File: src/rtl/ramtest_pkg.sv
`timescale 1ns/1ps
package ramtest_pkg;

    localparam int unsigned RT_DW = 16;

    localparam logic [RT_DW-1:0] PAT_LO   = {(RT_DW/16){16'h55AA}};
    localparam logic [RT_DW-1:0] PAT_HI   = {(RT_DW/16){16'hAA55}};
    localparam logic [RT_DW-1:0] ALL_ZERO = '0;
    localparam logic [RT_DW-1:0] ALL_ONE  = '1;

    typedef enum logic [2:0] {
        ST_IDLE,
        ST_SETUP,
        ST_FWRITE,
        ST_READ,
        ST_CHECK,
        ST_LWRITE,
        ST_STEP
    } rt_state_e;

    // What one sweep over the window does at each address
    typedef struct packed {
        logic             first_wr;
        logic             rd_chk;
        logic             late_wr;
        logic             desc;
        logic             last;
        logic [RT_DW-1:0] expect_w;
        logic [RT_DW-1:0] write_w;
    } rt_elem_t;

    function automatic rt_elem_t rt_elem(input logic march, input logic [2:0] idx);
        rt_elem_t e;
        e = '0;
        if (!march) begin
            e.first_wr = 1'b1;
            e.rd_chk   = 1'b1;
            e.last     = (idx == 3'd1);
            e.write_w  = (idx == 3'd0) ? PAT_LO : PAT_HI;
            e.expect_w = e.write_w;
        end else begin
            unique case (idx)
                3'd0: begin e.first_wr = 1'b1; e.write_w = ALL_ZERO; end
                3'd1: begin e.rd_chk = 1'b1; e.expect_w = ALL_ZERO; e.late_wr = 1'b1; e.write_w = ALL_ONE; end
                3'd2: begin e.rd_chk = 1'b1; e.expect_w = ALL_ONE; e.late_wr = 1'b1; e.write_w = ALL_ZERO; end
                3'd3: begin e.desc = 1'b1; e.rd_chk = 1'b1; e.expect_w = ALL_ZERO; e.late_wr = 1'b1; e.write_w = ALL_ONE; end
                3'd4: begin e.desc = 1'b1; e.rd_chk = 1'b1; e.expect_w = ALL_ONE; e.late_wr = 1'b1; e.write_w = ALL_ZERO; end
                default: begin e.rd_chk = 1'b1; e.expect_w = ALL_ZERO; e.last = 1'b1; end
            endcase
        end
        return e;
    endfunction

endpackage

File: src/rtl/rt_index_ctr.sv
`timescale 1ns/1ps
module rt_index_ctr #(
    parameter int unsigned AW  = 32,
    parameter int unsigned BPW = 2
) (
    input  logic          clk,
    input  logic          rst_n,
    input  logic          load_cfg,
    input  logic [AW-1:0] base_in,
    input  logic [AW-1:0] size_in,
    input  logic          start_elem,
    input  logic          advance,
    input  logic          desc,
    output logic [AW-1:0] addr,
    output logic          at_end,
    output logic          empty
);
    localparam int unsigned SHIFT = $clog2(BPW);

    logic [AW-1:0] base_q;
    logic [AW-1:0] words_q;
    logic [AW-1:0] idx_q;

    always_ff @(posedge clk or negedge rst_n) begin
        if (!rst_n) begin
            base_q  <= '0;
            words_q <= '0;
            idx_q   <= '0;
        end else begin
            if (load_cfg) begin
                base_q  <= base_in;
                words_q <= size_in >> SHIFT;
            end
            if (start_elem) begin
                idx_q <= desc ? (words_q - 1'b1) : '0;
            end else if (advance) begin
                idx_q <= desc ? (idx_q - 1'b1) : (idx_q + 1'b1);
            end
        end
    end

    assign empty  = (words_q == '0);
    assign at_end = desc ? (idx_q == '0) : (idx_q == words_q - 1'b1);
    assign addr   = base_q + (idx_q << SHIFT);

endmodule

File: src/rtl/rt_irq_flag.sv
`timescale 1ns/1ps
module rt_irq_flag (
    input  logic clk,
    input  logic rst_n,
    input  logic set_i,
    input  logic clr_i,
    output logic flag_o
);
    always_ff @(posedge clk or negedge rst_n) begin
        if (!rst_n)     flag_o <= 1'b0;
        else if (set_i) flag_o <= 1'b1;   // set beats clear
        else if (clr_i) flag_o <= 1'b0;
    end
endmodule

File: src/rtl/ramtest_ctrl.sv
`timescale 1ns/1ps
module ramtest_ctrl
    import ramtest_pkg::*;
#(
    parameter int unsigned AW        = 32,
    parameter logic [7:0]  CMD_RW    = 8'h02,
    parameter logic [7:0]  CMD_MARCH = 8'h03
) (
    input  logic             clk,
    input  logic             rst_n,
    input  logic [7:0]       cmd_code,
    input  logic [AW-1:0]    start_addr,
    input  logic [AW-1:0]    size_bytes,
    input  logic             trigger,
    input  logic             irq_clr,
    output logic [15:0]      state_code,
    output logic             ready,
    output logic [1:0]       proc_status,
    output logic             irq_flag,
    output logic [AW-1:0]    fail_addr,
    output logic             mem_req,
    output logic             mem_we,
    output logic [AW-1:0]    mem_addr,
    output logic [RT_DW-1:0] mem_wdata,
    input  logic [RT_DW-1:0] mem_rdata
);
    localparam int unsigned BPW = RT_DW / 8;

    rt_state_e     state_q, state_d;
    logic [2:0]    elem_q;
    logic          march_q;
    logic [1:0]    status_q;
    logic [AW-1:0] fail_q;
    rt_elem_t      einfo;
    logic          accept, mismatch, finish_ok;
    logic [AW-1:0] cur_addr;
    logic          at_end, empty;

    assign einfo     = rt_elem(march_q, elem_q);
    assign accept    = (state_q == ST_IDLE) && trigger &&
                       ((cmd_code == CMD_RW) || (cmd_code == CMD_MARCH));
    assign mismatch  = (state_q == ST_CHECK) && (mem_rdata != einfo.expect_w);
    assign finish_ok = ((state_q == ST_SETUP) && empty) ||
                       ((state_q == ST_STEP) && at_end && einfo.last);

    rt_index_ctr #(.AW(AW), .BPW(BPW)) u_idx (
        .clk        (clk),
        .rst_n      (rst_n),
        .load_cfg   (accept),
        .base_in    (start_addr),
        .size_in    (size_bytes),
        .start_elem (state_q == ST_SETUP),
        .advance    ((state_q == ST_STEP) && !at_end),
        .desc       (einfo.desc),
        .addr       (cur_addr),
        .at_end     (at_end),
        .empty      (empty)
    );

    rt_irq_flag u_irq (
        .clk    (clk),
        .rst_n  (rst_n),
        .set_i  ((state_q == ST_IDLE) != (state_d == ST_IDLE)),
        .clr_i  (irq_clr),
        .flag_o (irq_flag)
    );

    // state register
    always_ff @(posedge clk or negedge rst_n) begin
        if (!rst_n) state_q <= ST_IDLE;
        else        state_q <= state_d;
    end

    // next state
    always_comb begin
        state_d = state_q;
        unique case (state_q)
            ST_IDLE:   if (accept) state_d = ST_SETUP;
            ST_SETUP:  if (empty)  state_d = ST_IDLE;
                       else        state_d = einfo.first_wr ? ST_FWRITE : ST_READ;
            ST_FWRITE: state_d = einfo.rd_chk ? ST_READ : ST_STEP;
            ST_READ:   state_d = ST_CHECK;
            ST_CHECK:  if (mismatch) state_d = ST_IDLE;
                       else          state_d = einfo.late_wr ? ST_LWRITE : ST_STEP;
            ST_LWRITE: state_d = ST_STEP;
            ST_STEP:   if (at_end) state_d = einfo.last ? ST_IDLE : ST_SETUP;
                       else        state_d = einfo.first_wr ? ST_FWRITE : ST_READ;
            default:   state_d = ST_IDLE;
        endcase
    end

    // registered outputs and test context
    always_ff @(posedge clk or negedge rst_n) begin
        if (!rst_n) begin
            elem_q   <= '0;
            march_q  <= 1'b0;
            status_q <= 2'd0;
            fail_q   <= '0;
        end else begin
            if (accept) begin
                march_q  <= (cmd_code == CMD_MARCH);
                elem_q   <= '0;
                status_q <= 2'd1;
            end
            if (mismatch) begin
                status_q <= 2'd3;
                fail_q   <= cur_addr;
            end
            if (finish_ok) status_q <= 2'd2;
            if ((state_q == ST_STEP) && at_end && !einfo.last) elem_q <= elem_q + 3'd1;
        end
    end

    assign ready       = (state_q == ST_IDLE);
    assign state_code  = ready ? 16'h0001 : (march_q ? 16'h0003 : 16'h0002);
    assign proc_status = status_q;
    assign fail_addr   = fail_q;
    assign mem_req     = (state_q == ST_FWRITE) || (state_q == ST_READ) || (state_q == ST_LWRITE);
    assign mem_we      = (state_q == ST_FWRITE) || (state_q == ST_LWRITE);
    assign mem_addr    = cur_addr;
    assign mem_wdata   = einfo.write_w;

endmodule

File: config.mk
export PLATFORM = sky130hd
export DESIGN_NAME = ramtest_ctrl
export DESIGN_NICKNAME = d
export VERILOG_FILES = /design/src/rtl/ramtest_pkg.sv /design/src/rtl/rt_index_ctr.sv /design/src/rtl/rt_irq_flag.sv /design/src/rtl/ramtest_ctrl.sv
export SDC_FILE = /design/constraint.sdc
export NUM_CORES = 1
export LEC_CHECK = 0
export ABC_AREA = 0
export BUFFER_PORTS_ARGS = -buffer_cell sky130_fd_sc_hd__buf_2
export CORE_MARGIN = 8
export CORE_UTILIZATION = 42
export DETAILED_ROUTE_END_ITERATION = 16
export PLACE_DENSITY = 0.65
export SLEW_MARGIN = 20
export SYNTH_ARGS = -nofsm -noshare
export SYNTH_HDL_FRONTEND = slang
export SYNTH_HIERARCHICAL = 1
export SYNTH_SLANG_ARGS = --single-unit
File: constraint.sdc
create_clock -name clk -period 6.2 [get_ports clk]
set_clock_uncertainty 0.2 [all_clocks]
set_input_delay 1.24 -clock clk [delete_from_list [all_inputs] [get_ports clk]]
set_output_delay 1.24 -clock clk [all_outputs]
set_load 0.05 [all_outputs]
# Word level (Yosys, flattened, before mapping)
# Cells that the tools add are included.
# totals
wordCells,92
memories,0
register_bits,137
latch_bits,0
ram_bits,0
rom_bits,0
# classes
div_mod_pow,0
n_lt_le_gt_ge,0
shift,0
n_eq_ne,15
add_sub_neg,5
n_mul,0
mux,34
reduce_logical,29
n_bitwise,0
# ops
operator,count
$mux 32,4
$logic_not 32->1,2
$mux 16,3
$mux 33,1
$add 32x1->32 const B,1
$add 32x32->32,1
$eq 32x32->1,1
$sub 31x1->32 const B,1
$sub 32x1->32 const B,1
$pmux 3 s7,1
$mux 2,9
$eq 8x2->1 const B,2
$ne 16x16->1,1
$mux 3,5
$eq 3x2->1 const B,4
$eq 3x3->1 const B,4
$mux 1,11
$logic_not 3->1,3
$logic_and 1x1->1,8
$eq 3x1->1 const B,2
$reduce_bool 2->1,3
$reduce_or 2->1,3
$logic_or 1x1->1,5
$reduce_or 5->1,1
5 further kinds,6

# Longest topological paths before layout
# logic_depth
ltp_word,11
depth_mapped,23
ltp_nobuf,19

# By module
# The synthesis kept the hierarchy.
# modules_own_cells
mod,area_each_um2,cells_each,instances
rt_index_ctr,7782.5,846,1
ramtest_ctrl,2697.6,248,1
rt_irq_flag,36.3,3,1

# Least setup slack after synthesis
# No wires, ideal clock.
# synth_timing
kind,register to register
from,register march_q
to,register u_idx.idx_q[28]
setup_ns,0.140
arrival_time_ns,5.529
path_buffers,3
slack_ns,0.331
stages_incl_launch_ff,17
path_cell_list,dfrtp_1 > buf_2 > buf_1 > a21boi_0 > clkbuf_1 > inv_1 > fa_1 > nor2b_1 > o31a_1 > o2111ai_2 > a31oi_2 > a221o_1 > o31ai_4 > o21a_2 > o21ai_1 > xnor2_1 > o221ai_1
# synth_rtl
item,line,source
start: declaration,ramtest_ctrl.sv:31,logic march_q;
start signal: assignment,ramtest_ctrl.sv:101,march_q <= (cmd_code == CMD_MARCH);
end signal: assignment,rt_index_ctr.sv:35,idx_q <= desc ? (words_q - 1'b1) : '0;
end signal: assignment,rt_index_ctr.sv:37,idx_q <= desc ? (idx_q - 1'b1) : (idx_q + 1'b1);
end: declaration,rt_index_ctr.sv:22,logic [AW-1:0] idx_q;

# Worst setup path in the final report
# layout_timing
from,register u_idx.idx_q[0]
to,output mem_addr[31]
# layout_between
elab_chain_cells,1
# layout_lines
item,line,source
$add 32x32->32,rt_index_ctr.sv:44,assign addr = base_q + (idx_q << SHIFT);
end: declaration,ramtest_ctrl.sv:23,"output logic [AW-1:0] mem_addr,"
# No other way between the ends.

==> metrics.yaml <==
status:
  status: "finished clean"
sta:
  slew_viol_final: 0
  finalHoldViolCount: 0
  setup_violations: 0
  tightestPinTransition_ns: 0.9507
  grt_setup_unrepaired: "no"
  fin_crit_sh: 0.9160
  fin_crit_ns: 5.679
  maxSlewHeadroom: 0.3634
  finalWorstSetupSlack_ns: 0.5210
  tns_ns: 0
  timing.fmax_ghz: 0.1761
routing:
  drc: 0
  vias: 8769
  ant_nets: 0
  drtIter0Drc: 488
  wire_per_inst_um: 17.19
  wirelength_um: 27350
  viasPerCell: 5.512
  dr.pass1.iters: 5
place:
  routabilityCongestion: 0.8768
  post-place-ws_ns: 0.9872
  dp.cells: 1558
  numPortBuffers: 178
  hpwl_um: 21030
  dpl-instance-area_um2: 11530
critical_path:
  cp.arrival_ns: 4.24
  critical-path-max-stage-delay_ns: 0.49
  crit_chain: "ha_1, inv_1, fa_1, nor2b_1, o31a_1, o221ai_1, o31ai_1, a21oi_1, a21oi_1, o31ai_1, o211ai_1, a21oi_1, xnor2_1, buf_2"
  endpoint_kind: "output pin"
  r2r_slack_ns: 1.27
  startpoint_type: "flop"
  worst_path_max_delay_cell: "dfrtp_1"
  critPathMaxFanout: 6
  timing.rr.end: "u_idx/idx_q[31]"
  critPathMostFrequentCell: "a21oi_1"
  reg2reg_depth: 19
  r2r_start: "u_idx/words_q[0]"
  critPathKind: "flop to output pin"
  worstPathRequired_ns: 4.76
power_and_ir_drop:
  power_mw: 4.371
  leakage_nw: 5.864
  power_density_nw_per_um2: 359.5
  ir_drop_mv: 0.2086
final_layout:
  layout_commonest_cell: "buf_2"
  layout_common_cells: "buf_2, dfrtp_1, xnor2_1"
  drive_above_1_share: 0.2667
  stdcell_area_um2: 12160
  final_cells: 1591
  nNetsFinal: 1407
  area_growth_pct: 15.61
grt:
  gr-usage-met1: 0.2411
  antenna_found_initial: 1
  grt-busiest-layer: "met2"
  use_met3: 0.04231
  grt_overflow_total: 0
  grtUsageTotal: 0.1791
  grt_pass1_wl_um: 45200
  use_met2: 0.2834
  grt_max_degree: 93
  first_global_vias: 8621
clocking:
  postCtsSetupRepairBufs: 0
  cts-htree-levels: 4
  cts_tree: "yes"
  clk_pin_slew_worst_paths_ns: 0.06
  cts_buffer_depth: 2
  clock-sinks: 137
  clk_latency_ns: 0.43
  cts-resized-gates: 0
  cts_root_buf: "clkbuf_16"
  cts_made_buffers: 17
  ctsHoldBuffers: 0
floorplan:
  num_rows: 58
  num_io_pins: 194
  dieArea_um2: 30360
  die_x_um: 174.2
  die_y_um: 174.2
  initial_core_util: 0.4225
  coreArea_um2: 24890
synth:
  synthArstFlopShare: 1.000
  synth_ff_type: "dfrtp_1"
  ys.warnings.count: 6
  ys_types: 78
  synthCells: 1097
  seq_area_frac_synth: 0.3260
  synth-edff-count: 0
  yosys_register_bits: 137
  syn_area_um2: 10520
  syn_avg_cell_area_um2: 9.586
min_path:
  hold_path_depth: 1
  worstHoldStart: "u_irq/flag_o"
  holdPathEnd: "u_irq/flag_o"
  hp-class: "flop to flop"
job:
  cap_violations: 0
## routing by layer
| layer | wire (um) | vias to the layer above | part of all wire |
|---|---|---|---|
| met5 | 0 | - | 0 |
| met4 | 366 | 0 | 0.013 |
| met3 | 1643 | 23 | 0.060 |
| met2 | 12480 | 248 | 0.46 |
| met1 | 12870 | 4207 | 0.47 |
| li1 | - | 4291 | - |
## per-stage QoR
| step | util | hold slack (ns) |
|---|---|---|
| 6_report | 0.4884 | 0.2809 |
| 2_1_floorplan | - | 0.2820 |
| 3_5_place_dp | 0.4634 | 0.2675 |
| 5_1_grt | 0.4884 | 0.3056 |
| 4_1_cts | 0.4883 | 0.2801 |
| 3_3_place_gp | 0.4634 | 0.2598 |
## registers in the layout, indices dropped and copies added, names as in the netlist
name	flops
elem_q	3
fail_addr	32
u_idx/words_q	31
state_q	3
u_irq/flag_o	1
u_idx/idx_q	32
u_idx/base_q	32
proc_status	2
march_q	1
## Yosys cell counts, types with 7 or more instances
cell	number	area [um2]
nand3_1	26	130.1
o21ai_0	43	215.2
nand4_1	15	93.84
xnor2_1	73	639.4
nor4_1	20	125.1
xor2_1	37	324.1
inv_1	31	116.4
a21o_1	21	157.7
nor3_1	25	125.1
mux2_2	66	743.2
a21oi_1	70	350.3
and2_1	11	68.82
o21a_1	13	97.59
o221ai_1	7	61.31
nor2_1	66	247.7
mux2_4	28	420.4
o21bai_1	15	112.6
o22a_1	7	61.31
nand2_1	60	225.2
nor2b_1	15	93.84
clkbuf_1	24	90.09
o22ai_1	17	106.4
nor3b_1	7	52.55
nand2b_1	17	106.4
ha_1	66	825.8
buf_4	31	232.7
a211oi_1	7	52.55
a31oi_1	9	56.30
dfrtp_1	137	3428
or3_1	9	56.30
mux2i_1	12	120.1
## power by group
group	total (mW)	internal [mW]	switching, mW	leakage, nW
Combinational	2.03	0.659	1.37	3.76
Clock	1.08	0.660	0.415	0.294
Sequential	1.27	1.07	0.200	1.81
Total	4.37	2.39	1.98	5.86
## cell type report
type	count	area [um2]
fill	2341	12730
tap	330	412.9
inverter	31	116.4
timing repair buffer	186	969.7
clock inverter	12	165.2
multi-input combinational	874	6606
clock buffer	20	456.7
sequential	137	3428
antenna	1	2.502
## cell families after synthesis
logic type | count (synthesis) | synth area share
and+or+nand+nor | 308 | 0.1540
buffers and inverters | 99 | 0.05294
other | 1 | 0.0003566
adders and majority gates | 68 | 0.08233
muxes | 107 | 0.1231
AOI/OAI and AO/OA | 267 | 0.1697
xor gates and xnor gates | 110 | 0.09161
DFF | 137 | 0.3260
## how the worst max path moves through the flow
stage / startpoint / endpoint / slack [ns] / cells after the start
after detailed placement: u_idx/idx_q[0] / mem_addr[31] / 0.99 / 14
final: u_idx/idx_q[0] / mem_addr[31] / 0.52 / 14
after global placement: u_idx/idx_q[0] / mem_addr[31] / 1.01 / 14
after global routing: u_idx/idx_q[0] / mem_addr[31] / 0.17 / 14
after CTS: u_idx/idx_q[0] / mem_addr[31] / 0.51 / 14
after floorplan: march_q / u_idx/idx_q[28] / 0.33 / 16
## critical path: cells and delay by family, from the launching register on
family / cells / cell delay [ns]
buffers and inverters: 2 / 0.37
AOI/OAI and AO/OA: 8 / 1.88
DFF: 1 / 0.49
and+or+nand+nor: 1 / 0.17
adders and majority gates: 2 / 0.64
xor gates and xnor gates: 1 / 0.24
No activity file was read; power rests on OpenSTA's default activity.
